<file path="src/rtl/vsq_pkg.sv">
package vsq_pkg;

  localparam int BTN_N     = 3;
  localparam int BTN_REC   = 0;
  localparam int BTN_PLAY  = 1;
  localparam int BTN_ERASE = 2;

  typedef enum logic [2:0] {
    ST_IDLE,
    ST_REC_WAIT,
    ST_REC_CONV,
    ST_PLAY_WAIT,
    ST_PLAY_FETCH,
    ST_ERASE
  } vsq_state_t;

endpackage

</file>
<file path="src/rtl/vsq_debounce.sv">
module vsq_debounce #(
  parameter int DEB_LEN = 50000
) (
  input  logic clk,
  input  logic rst,
  input  logic raw_in,
  output logic level
);
  localparam int CW = (DEB_LEN > 1) ? $clog2(DEB_LEN) : 1;

  logic          s1, s2;
  logic [CW-1:0] cnt;

  always_ff @(posedge clk) begin
    if (rst) begin
      s1    <= 1'b0;
      s2    <= 1'b0;
      cnt   <= '0;
      level <= 1'b0;
    end else begin
      s1 <= raw_in;
      s2 <= s1;
      if (s2 == level) begin
        cnt <= '0;
      end else if (cnt == CW'(DEB_LEN - 1)) begin
        level <= s2;
        cnt   <= '0;
      end else begin
        cnt <= cnt + 1'b1;
      end
    end
  end

  // the filtered level only moves toward what the synchronizer shows
  p_flip_needs_input_r2: assert property (@(posedge clk) disable iff (rst)
    !$stable(level) |-> ($past(s2) == level));

endmodule

</file>
<file path="src/rtl/vsq_frame_timer.sv">
module vsq_frame_timer #(
  parameter int FRAME_LEN = 256
) (
  input  logic clk,
  input  logic rst,
  output logic frame_sync
);
  localparam int FW = $clog2(FRAME_LEN);

  logic [FW-1:0] fcnt;

  always_ff @(posedge clk) begin
    if (rst) begin
      fcnt       <= '0;
      frame_sync <= 1'b0;
    end else begin
      frame_sync <= (fcnt == FW'(FRAME_LEN - 1));
      if (fcnt == FW'(FRAME_LEN - 1)) fcnt <= '0;
      else                            fcnt <= fcnt + 1'b1;
    end
  end

  // frame pulses are single-cycle
  p_sync_single_r6: assert property (@(posedge clk) disable iff (rst)
    frame_sync |=> !frame_sync);

endmodule

</file>
<file path="src/rtl/vsq_addr_ptrs.sv">
module vsq_addr_ptrs #(
  parameter int ADDR_W = 20
) (
  input  logic              clk,
  input  logic              rst,
  input  logic              w_inc,
  input  logic              r_inc,
  input  logic              clr,
  output logic [ADDR_W-1:0] waddr,
  output logic [ADDR_W-1:0] raddr,
  output logic              at_full,
  output logic              at_empty
);
  localparam logic [ADDR_W-1:0] LAST = '1;

  always_ff @(posedge clk) begin
    if (rst || clr) begin
      waddr <= '0;
      raddr <= '0;
    end else begin
      if (w_inc) waddr <= waddr + 1'b1;
      if (r_inc) raddr <= raddr + 1'b1;
    end
  end

  assign at_full  = (waddr == LAST);
  assign at_empty = (raddr == waddr);

  // the write address never moves backward except by erase
  p_waddr_rising_r3: assert property (@(posedge clk) disable iff (rst)
    !clr |=> (waddr >= $past(waddr)));
  // no increment out of the final address
  p_no_wrap_r5: assert property (@(posedge clk) disable iff (rst)
    w_inc |-> (waddr != LAST));
  // erase returns both counters to zero
  p_clear_zero_r10: assert property (@(posedge clk) disable iff (rst)
    clr |=> (waddr == '0 && raddr == '0));
  // the read counter never overtakes the write counter
  p_read_behind_r7: assert property (@(posedge clk) disable iff (rst)
    r_inc |-> !at_empty);

endmodule

</file>
<file path="src/rtl/voice_seq_ctrl.sv">
module voice_seq_ctrl
  import vsq_pkg::*;
#(
  parameter int ADDR_W    = 20,
  parameter int SAMP_W    = 8,
  parameter int FRAME_LEN = 256,
  parameter int DEB_LEN   = 50000
) (
  input  logic              clk,
  input  logic              rst,
  input  logic              btn_rec,
  input  logic              btn_play,
  input  logic              btn_erase,
  output logic              adc_start,
  input  logic              adc_done,
  input  logic [SAMP_W-1:0] adc_data,
  output logic              fl_wr_req,
  output logic              fl_rd_req,
  output logic              fl_erase_req,
  output logic [ADDR_W-1:0] fl_addr,
  output logic [SAMP_W-1:0] fl_wdata,
  input  logic [SAMP_W-1:0] fl_rdata,
  input  logic              fl_rd_valid,
  input  logic              fl_busy,
  output logic              frame_sync,
  output logic [SAMP_W-1:0] pwm_duty,
  output logic              led_rec,
  output logic              led_play,
  output logic              led_full,
  output logic              led_empty,
  output logic              led_erased
);
  localparam logic [SAMP_W-1:0] DUTY_MID = SAMP_W'(1) << (SAMP_W - 1);
  localparam logic [ADDR_W-1:0] LAST     = '1;

  // button conditioning
  logic [BTN_N-1:0] raw, lv;
  assign raw = {btn_erase, btn_play, btn_rec};

  for (genvar g = 0; g < BTN_N; g++) begin : g_btn
    vsq_debounce #(.DEB_LEN(DEB_LEN)) u_db (
      .clk    (clk),
      .rst    (rst),
      .raw_in (raw[g]),
      .level  (lv[g])
    );
  end

  logic erase_q;
  logic erase_press;
  assign erase_press = lv[BTN_ERASE] & ~erase_q;

  // frame timing
  vsq_frame_timer #(.FRAME_LEN(FRAME_LEN)) u_frame (
    .clk        (clk),
    .rst        (rst),
    .frame_sync (frame_sync)
  );

  // address counters
  logic              w_inc, r_inc, ptr_clr, at_full, at_empty;
  logic [ADDR_W-1:0] waddr, raddr;

  vsq_addr_ptrs #(.ADDR_W(ADDR_W)) u_ptrs (
    .clk      (clk),
    .rst      (rst),
    .w_inc    (w_inc),
    .r_inc    (r_inc),
    .clr      (ptr_clr),
    .waddr    (waddr),
    .raddr    (raddr),
    .at_full  (at_full),
    .at_empty (at_empty)
  );

  // sequencer
  vsq_state_t        state, nxt;
  logic              adc_go, wr_go, rd_go, er_go;
  logic              set_full, set_empty, load_duty, fetch_ok, erase_done;
  logic              er_seen, pend;
  logic [SAMP_W-1:0] next_byte;
  logic              rec_entry;

  always_comb begin
    nxt        = state;
    adc_go     = 1'b0;
    wr_go      = 1'b0;
    rd_go      = 1'b0;
    er_go      = 1'b0;
    w_inc      = 1'b0;
    r_inc      = 1'b0;
    ptr_clr    = 1'b0;
    set_full   = 1'b0;
    set_empty  = 1'b0;
    load_duty  = 1'b0;
    fetch_ok   = 1'b0;
    erase_done = 1'b0;
    case (state)
      ST_IDLE: begin
        if (!fl_busy) begin
          if (lv[BTN_REC]) begin
            if (at_full) set_full = 1'b1;
            else         nxt = ST_REC_WAIT;
          end else if (lv[BTN_PLAY]) begin
            if (at_empty) set_empty = 1'b1;
            else          nxt = ST_PLAY_WAIT;
          end else if (erase_press) begin
            er_go = 1'b1;
            nxt   = ST_ERASE;
          end
        end
      end
      ST_REC_WAIT: begin
        if (frame_sync) begin
          if (!lv[BTN_REC]) begin
            nxt = ST_IDLE;
          end else if (at_full) begin
            set_full = 1'b1;
            nxt      = ST_IDLE;
          end else begin
            adc_go = 1'b1;
            nxt    = ST_REC_CONV;
          end
        end
      end
      ST_REC_CONV: begin
        if (adc_done) begin
          wr_go = 1'b1;
          w_inc = 1'b1;
          nxt   = ST_REC_WAIT;
        end
      end
      ST_PLAY_WAIT: begin
        if (frame_sync) begin
          load_duty = pend;
          if (!lv[BTN_PLAY]) begin
            nxt = ST_IDLE;
          end else if (at_empty) begin
            set_empty = 1'b1;
            nxt       = ST_IDLE;
          end else begin
            rd_go = 1'b1;
            nxt   = ST_PLAY_FETCH;
          end
        end
      end
      ST_PLAY_FETCH: begin
        if (fl_rd_valid) begin
          fetch_ok = 1'b1;
          r_inc    = 1'b1;
          nxt      = ST_PLAY_WAIT;
        end
      end
      ST_ERASE: begin
        if (er_seen && !fl_busy) begin
          erase_done = 1'b1;
          ptr_clr    = 1'b1;
          nxt        = ST_IDLE;
        end
      end
      default: nxt = ST_IDLE;
    endcase
  end

  assign rec_entry = (state == ST_IDLE) && (nxt == ST_REC_WAIT);

  always_ff @(posedge clk) begin
    if (rst) begin
      state        <= ST_IDLE;
      erase_q      <= 1'b0;
      adc_start    <= 1'b0;
      fl_wr_req    <= 1'b0;
      fl_rd_req    <= 1'b0;
      fl_erase_req <= 1'b0;
      fl_addr      <= '0;
      fl_wdata     <= '0;
      pwm_duty     <= DUTY_MID;
      next_byte    <= '0;
      pend         <= 1'b0;
      er_seen      <= 1'b0;
      led_rec      <= 1'b0;
      led_play     <= 1'b0;
      led_full     <= 1'b0;
      led_empty    <= 1'b0;
      led_erased   <= 1'b0;
    end else begin
      state        <= nxt;
      erase_q      <= lv[BTN_ERASE];
      adc_start    <= adc_go;
      fl_wr_req    <= wr_go;
      fl_rd_req    <= rd_go;
      fl_erase_req <= er_go;
      if (wr_go) begin
        fl_addr  <= waddr;
        fl_wdata <= adc_data;
      end else if (rd_go) begin
        fl_addr <= raddr;
      end
      if (fetch_ok) begin
        next_byte <= fl_rdata;
        pend      <= 1'b1;
      end else if (load_duty) begin
        pend <= 1'b0;
      end
      if (load_duty) pwm_duty <= next_byte;
      if (er_go)                                 er_seen <= 1'b0;
      else if (state == ST_ERASE && fl_busy)     er_seen <= 1'b1;
      led_rec  <= (nxt == ST_REC_WAIT) || (nxt == ST_REC_CONV);
      led_play <= (nxt == ST_PLAY_WAIT) || (nxt == ST_PLAY_FETCH);
      if (erase_done)    led_full <= 1'b0;
      else if (set_full) led_full <= 1'b1;
      if (erase_done || w_inc) led_empty <= 1'b0;
      else if (set_empty)      led_empty <= 1'b1;
      if (er_go || rec_entry) led_erased <= 1'b0;
      else if (erase_done)    led_erased <= 1'b1;
    end
  end

  // one flash request at a time
  p_single_req_r9: assert property (@(posedge clk) disable iff (rst)
    $countones({fl_wr_req, fl_rd_req, fl_erase_req}) <= 1);
  // erase only leaves while the flash was idle
  p_erase_idle_r9: assert property (@(posedge clk) disable iff (rst)
    fl_erase_req |-> $past(!fl_busy));
  // the final address is never written
  p_no_last_write_r5: assert property (@(posedge clk) disable iff (rst)
    fl_wr_req |-> (fl_addr != LAST));
  // the duty value moves only at a frame start
  p_duty_on_frame_r6: assert property (@(posedge clk) disable iff (rst)
    !frame_sync |=> $stable(pwm_duty));
  // reads are never issued for unwritten data
  p_read_nonempty_r7: assert property (@(posedge clk) disable iff (rst)
    fl_rd_req |-> !at_empty);
  // conversions start only during a recording
  p_conv_in_rec_r3: assert property (@(posedge clk) disable iff (rst)
    adc_start |-> led_rec);

endmodule

</file>
<file path="config.mk">
export PLATFORM = sky130hd
export DESIGN_NAME = voice_seq_ctrl
export DESIGN_NICKNAME = d
export VERILOG_FILES = /design/src/rtl/vsq_pkg.sv /design/src/rtl/vsq_debounce.sv /design/src/rtl/vsq_frame_timer.sv /design/src/rtl/vsq_addr_ptrs.sv /design/src/rtl/voice_seq_ctrl.sv
export SDC_FILE = /design/constraint.sdc
export NUM_CORES = 1
export LEC_CHECK = 0
export BUFFER_PORTS_ARGS = -buffer_cell sky130_fd_sc_hd__buf_2
export CAP_MARGIN = 20
export CORE_ASPECT_RATIO = 0.7
export CORE_MARGIN = 8
export CORE_UTILIZATION = 54
export CTS_BUF_LIST = sky130_fd_sc_hd__clkbuf_8
export DETAILED_ROUTE_END_ITERATION = 8
export GPL_ROUTABILITY_DRIVEN = 0
export PLACE_DENSITY = 0.77
export REMOVE_ABC_BUFFERS = 1
export SLEW_MARGIN = 20
export SYNTH_ARGS = -nofsm -noshare
export SYNTH_HDL_FRONTEND = slang
export SYNTH_SLANG_ARGS = --single-unit
</file>
<file path="constraint.sdc">
create_clock -name clk -period 1.8 [get_ports clk]
set_input_delay 0.09 -clock clk [delete_from_list [all_inputs] [get_ports clk]]
set_output_delay 0.09 -clock clk [all_outputs]
set_load 0.1 [all_outputs]
</file>
After elaboration in Yosys (flattened, before gate mapping)
Cells that the tools add are included.

Flip-flop bits (word level): 165. Input bits: 24. Output and inout bits: 46. Logic and storage cells: 138.

$add $sub $neg: 6. Equal/unequal tests: 18. Multiplexer cells: 49. Bitwise gates (word level): 8. Reduce and logical (&&, ||, !) cells: 24.

Operators with widths (count): $add A16 B1 Y16 const B (3); $eq A16 B16 Y1 const B (3); $add A20 B1 Y20 const B (2); $mux W20 (2); $mux W3 (13); $mux W1 (29); $eq A20 B20 Y1 (1); $eq A20 B20 Y1 const B (1); $pmux W3 S6 (1); $eq A3 B2 Y1 const B (4); $reduce_or A2 Y1 (5); $eq A3 B3 Y1 const B (3); $reduce_or A3 Y1 (3); $add A8 B1 Y8 const B (1); $eq A8 B8 Y1 const B (1); $not A1 Y1 (7); $eq A3 B1 Y1 const B (2); $reduce_and A2 Y1 (3); $logic_or A1 B1 Y1 (5); $mux W2 (2); $pmux W1 S2 (2); $reduce_bool A2 Y1 (2); $reduce_or A4 Y1 (1); $eq A1 B1 Y1 (3); 4 further kinds (6).

Longest topological paths before layout
Depth in word-level cells: 11. Depth in mapped cells: 8. Mapped depth without buffers: 7.

Modules after synthesis
Synthesis repeated with hierarchy kept, for this count alone.

Cell total of the unflattened synthesis: 813. Area total of the unflattened synthesis: 7405.9 sq um.

By module, submodules not included: voice_seq_ctrl (instances 1, cells an instance 268, area an instance 2491.1 sq um, sequential area each 1181.1 sq um); vsq_addr_ptrs (instances 1, cells an instance 240, area an instance 2037.0 sq um, sequential area each 800.8 sq um); vsq_debounce at g_btn[0].u_db ... (instances 2, cells an instance 87, area an instance 847.1 sq um, sequential area each 380.4 sq um); vsq_debounce at g_btn[2].u_db (instances 1, cells an instance 92, area an instance 830.8 sq um, sequential area each 380.4 sq um); vsq_frame_timer (instances 1, cells an instance 39, area an instance 352.8 sq um, sequential area each 180.2 sq um).

Least setup slack after synthesis
No wires, ideal clock.

Path type: reg2reg. From: register u_frame.frame_sync. To: register fl_addr[11]. Library setup time: 0.092 ns. Arrival: 2.008 ns. Data required time: 1.708 ns. Path slack: -0.300 ns. Stages on the path, launching flop included: 6. Buffers on the path: 1. Period minus slack after synthesis: 2.100 ns. Cells stage by stage: dfxtp_1 -> and3_1 -> o211a_1 -> buf_2 -> nor3_1 -> nor4_1.

Longest elaborated chain between the ends: 3.

RTL lines: start: declaration (RTL line vsq_frame_timer.sv:6) `output logic frame_sync`; start signal: assignment (RTL line vsq_frame_timer.sv:17) `frame_sync <= (fcnt == FW'(FRAME_LEN - 1));`; $mux W1 (RTL line voice_seq_ctrl.sv:134) `if (frame_sync) begin`; $mux W1 (RTL line voice_seq_ctrl.sv:98) `case (state)`; $reduce_bool A2 Y1 (no line); end signal: assignment (RTL line voice_seq_ctrl.sv:194) `fl_addr <= waddr;`; end signal: assignment (RTL line voice_seq_ctrl.sv:197) `fl_addr <= raddr;`; end: declaration (RTL line voice_seq_ctrl.sv:20) `output logic [ADDR_W-1:0] fl_addr,`.

Every way passes these cells. A chain may end at the register's enable or synchronous reset.

Worst setup path in the final report
From: register u_ptrs.raddr[2]. To: register fl_addr[2].

Longest elaborated chain between the ends: 6. Elaborated cells between the ends (all ways): 8. Those cells by class: eq/ne: 1; mux: 6; reduce/logical: 1.

RTL lines: start: declaration (RTL line vsq_addr_ptrs.sv:10) `output logic [ADDR_W-1:0] raddr,`; start signal: assignment (RTL line vsq_addr_ptrs.sv:22) `if (r_inc) raddr <= raddr + 1'b1;`; $eq A20 B20 Y1 (RTL line vsq_addr_ptrs.sv:27) `assign at_empty = (raddr == waddr);`; $mux W1 (RTL line voice_seq_ctrl.sv:138) `end else if (at_empty) begin`; $mux W1 (RTL line voice_seq_ctrl.sv:136) `if (!lv[BTN_PLAY]) begin`; $mux W1 (RTL line voice_seq_ctrl.sv:134); $mux W1 (RTL line voice_seq_ctrl.sv:98); $reduce_bool A2 Y1 (no line).

Parallel ways exist; a longest one is shown, timed or not. The select of a mux whose other input is x is not followed.

==> impl_results.md <==
* Min-delay worst type: primary input to flop
* Pleak at 0.00384 µW
* Area grow syn2layout at 31.0%
* Fin nets at 1040
* Die ar. at 17200 µm²
* Async SR Flop Fraction at 0%
* CTS clock-pin slew for the worst setup and hold paths at 0.09 ns
* Clk Latency, worst-skew pair at 0.47 ns
* Setup WS post-layout at -0.195 ns
* Dpl ws at -0.222 ns
* Routed wire length at 18800 µm
* Root buffer cell: clkbuf_8
* CTS tree: yes
* DP Wirelength at 12300 µm
* H-Tree Depth at 4
* Post-synth EDFFs at 0
* Critical Path End Type: flop
* Initial antenna violation count at 1
* Grt ovf at 0
* Number of nets with antenna violations after routing at 0
* Crit-path most repeated cell: nor4_2
* Seq pwr share at 56.5%
* Worst Setup Start Kind: flop
* Synth unique cells at 52
* Final design utilization at 71.6%
* Syn_area_per_cell at 8.42 µm²
* Via density per instance at 5.49
* Total GRT Usage at 21.3%
* Clock sink total at 165
* Worst-path cell chain: buf_6, xor2_2, nor4_2, nand2_1, o211a_1, buf_4, nor3_2, nor4_2
* Endpoints failing setup at 38
* Synth warn at 0
* Gate power share at 2.8%
* Clock share of power at 40.7%
* Min cycle time layout at 2.00 ns
* P_sw at 1500 µW
* Sequential area share after synthesis at 46.4%
* Ports at 70
* Max Fclk at 0.501 GHz
* N_diodes at 0
* Worst slew pin tran at 0.524 ns
* Cts bufs inserted at 17
* WL per Instance at 15.8 µm
* Net Sw Frac at 23.2%
* Fin. max-slew vios at 0
* Top FF cell, synth: dfxtp_1
* Peak VDD IR at 0.509 mV
* Cell internal pwr at 4980 µW
* Critical Path AT at 2.35 ns
* Required time of the critical path at 2.15 ns
* DRC at 0
* CP Class: flop to flop
* First-pass GRT wire length at 30100 µm
* Seq cells post-synth at 165
* Core Area at 13000 µm²
* Finished Cell Area at 9320 µm²
* Pwr dens at 696 nW/µm²
* Slowest stage delay, CP at 0.34 ns
* CP max-delay cell: dfxtp_2
* Die height at 112 µm
* # port buffers at 69
* Slew HR at 65.3%
* Share of cells above drive strength 1 at 28.0%
* First-pass detailed-route iteration total at 5
* Clock Path Buffers at 2
* Max FO, Critical Path at 14
* Run status: finished with violations
* Cell row count at 35
* Placed inst area at 8270 µm²
* Layout Skew at 0.0149 ns
* Die width at 153 µm
* Final Cycle Share at 111%
* Hold Vio Cnt, Final at 0
* Synthesized cell area at 7110 µm²
* Final Power at 6490 µW
* RSZ-0062 raised after global routing: true
* DR vias at 6531
* Failing checks: setup timing
* Pin count of the biggest net entering global routing at 43
* CP top delay family: simple AND/OR/NAND/NOR gates
* Number of global-route vias before repair at 6109
* Worst path buffer plus inverter count at 2
* Mapped Cells at 845
* Max Cap Viol at 0
* Final TNS setup at -4.83 ns
* Iteration-0 DRC Markers at 551
* Initial Util at 54.7%
-- power groups by stage --
stage,Clock [µW],Combinational [µW],Sequential (µW)
after floorplan,0,42.3,3750
after global placement,0,132,3750
after detailed placement,0,134,3760
after CTS,2640,172,3670
after global routing,2820,193,3670
final,2640,181,3670
-- registers in the layout, summed over array words and instances, names as in the netlist, 3 cells and up --
name	flops
fl_addr	20
g_btn.u_db.s2	3
g_btn.u_db.s1	3
pwm_duty	8
g_btn.u_db.level	3
state	3
g_btn.u_db.cnt	48
u_ptrs.waddr	20
u_ptrs.raddr	20
fl_wdata	8
next_byte	8
u_frame.fcnt	8
-- per-layer routing --
| metal | part of all wire [%] | GRT usage (%) | wire, µm |
|---|---|---|---|
| met4 | 1.2 | 5.12 | 233 |
| met1 | 45 | 28.6 | 8540 |
| met2 | 45 | 32.9 | 8470 |
| met5 | 0.053 | 0 | 10 |
| met3 | 8.2 | 6.72 | 1540 |
-- area by class of cell --
class,count,area [µm²]
clock buffer,21,289
clock inverter,11,100
fill,946,3690
inverter,12,45.0
multi-input combinational,618,3860
sequential,165,3330
tap,166,208
timing repair buffer,196,1490
-- cells in the final DEF (no fill, tap or decap), drive strengths merged, types with 30 or more instances in the layout --
cell / count
a21oi: 39
buf: 176
dfxtp: 165
nand2: 93
nand3: 31
nor2: 157
nor3: 31
nor4: 31
xnor2: 30
xor2: 70
-- repair_timing --
item | CTS | global route
setup endpoints to repair | 62 | 120
cloned | 0 | 0
resized for setup | 34 | 53
pin swaps | 18 | 21
setup buffers | 10 | 3
hold buffers | 20 | 0
hold endpoints to repair | 20 | 0
-- per-stage QoR --
step                      hold slack (ns)  instances
after floorplan                     0.159        795
after global placement              0.323       1127
after detailed placement            0.317       1127
after CTS                          0.0240       1189
after global routing               0.0511       1189
final                              0.0286       1189
-- kinds of logic (layout without fill, tap and decap cells) --
group / count (synthesis) / count (layout) / share of synthesized area [%]
simple gates: 438 / 438 / 30.0
compound gates: 71 / 71 / 6.02
xor+xnor: 100 / 100 / 12.3
mux: 3 / 3 / 0.422
buf+inv: 62 / 240 / 3.75
fa+ha+maj: 6 / 6 / 1.06
flops: 165 / 165 / 46.4
-- final timing paths --
check | from | to | slack (ns) | cells after the start
setup / recovery | u_ptrs.raddr[2] | fl_addr[2] | -0.20 | 8
hold / removal | rst | fl_erase_req | 0.03 | 2
setup reg to reg | u_ptrs.raddr[2] | fl_addr[2] | -0.20 | 8
hold reg to reg | g_btn[1].u_db.s1 | g_btn[1].u_db.s2 | 0.45 | 1
-- synthesized netlist by cell type, drive strengths merged (3+ instances only) --
| library cell | number | area share [%] |
|---|---|---|
| clkbuf | 34 | 1.8 |
| nor3 | 31 | 2.2 |
| buf | 16 | 1.3 |
| nand2 | 93 | 4.9 |
| o211ai | 3 | 0.39 |
| nand4 | 21 | 1.8 |
| or2 | 3 | 0.30 |
| inv | 12 | 0.63 |
| or4 | 3 | 0.37 |
| nand4bb | 3 | 0.47 |
| or3 | 13 | 1.1 |
| a21oi | 39 | 2.7 |
| nor2 | 157 | 8.4 |
| mux2i | 3 | 0.42 |
| nor3b | 3 | 0.32 |
| and3 | 14 | 1.2 |
| dfxtp | 165 | 46 |
| nor2b | 15 | 1.3 |
| o21ai | 14 | 0.99 |
| nor4 | 31 | 3.1 |
| nand2b | 6 | 0.53 |
| nand3 | 31 | 2.3 |
| a31oi | 3 | 0.26 |
| a211oi | 3 | 0.32 |
| ha | 6 | 1.1 |
| and4 | 4 | 0.49 |
| and2 | 3 | 0.26 |
| xor2 | 70 | 8.6 |
| xnor2 | 30 | 3.7 |
-- worst reg2reg max path: stages (launching register included) --
cell	delay, ns
dfxtp_2	0.34
buf_6	0.13
xor2_2	0.16
nor4_2	0.29
nand2_1	0.16
o211a_1	0.32
buf_4	0.23
nor3_2	0.19
nor4_2	0.07
No activity file was read; power rests on OpenSTA's default activity.
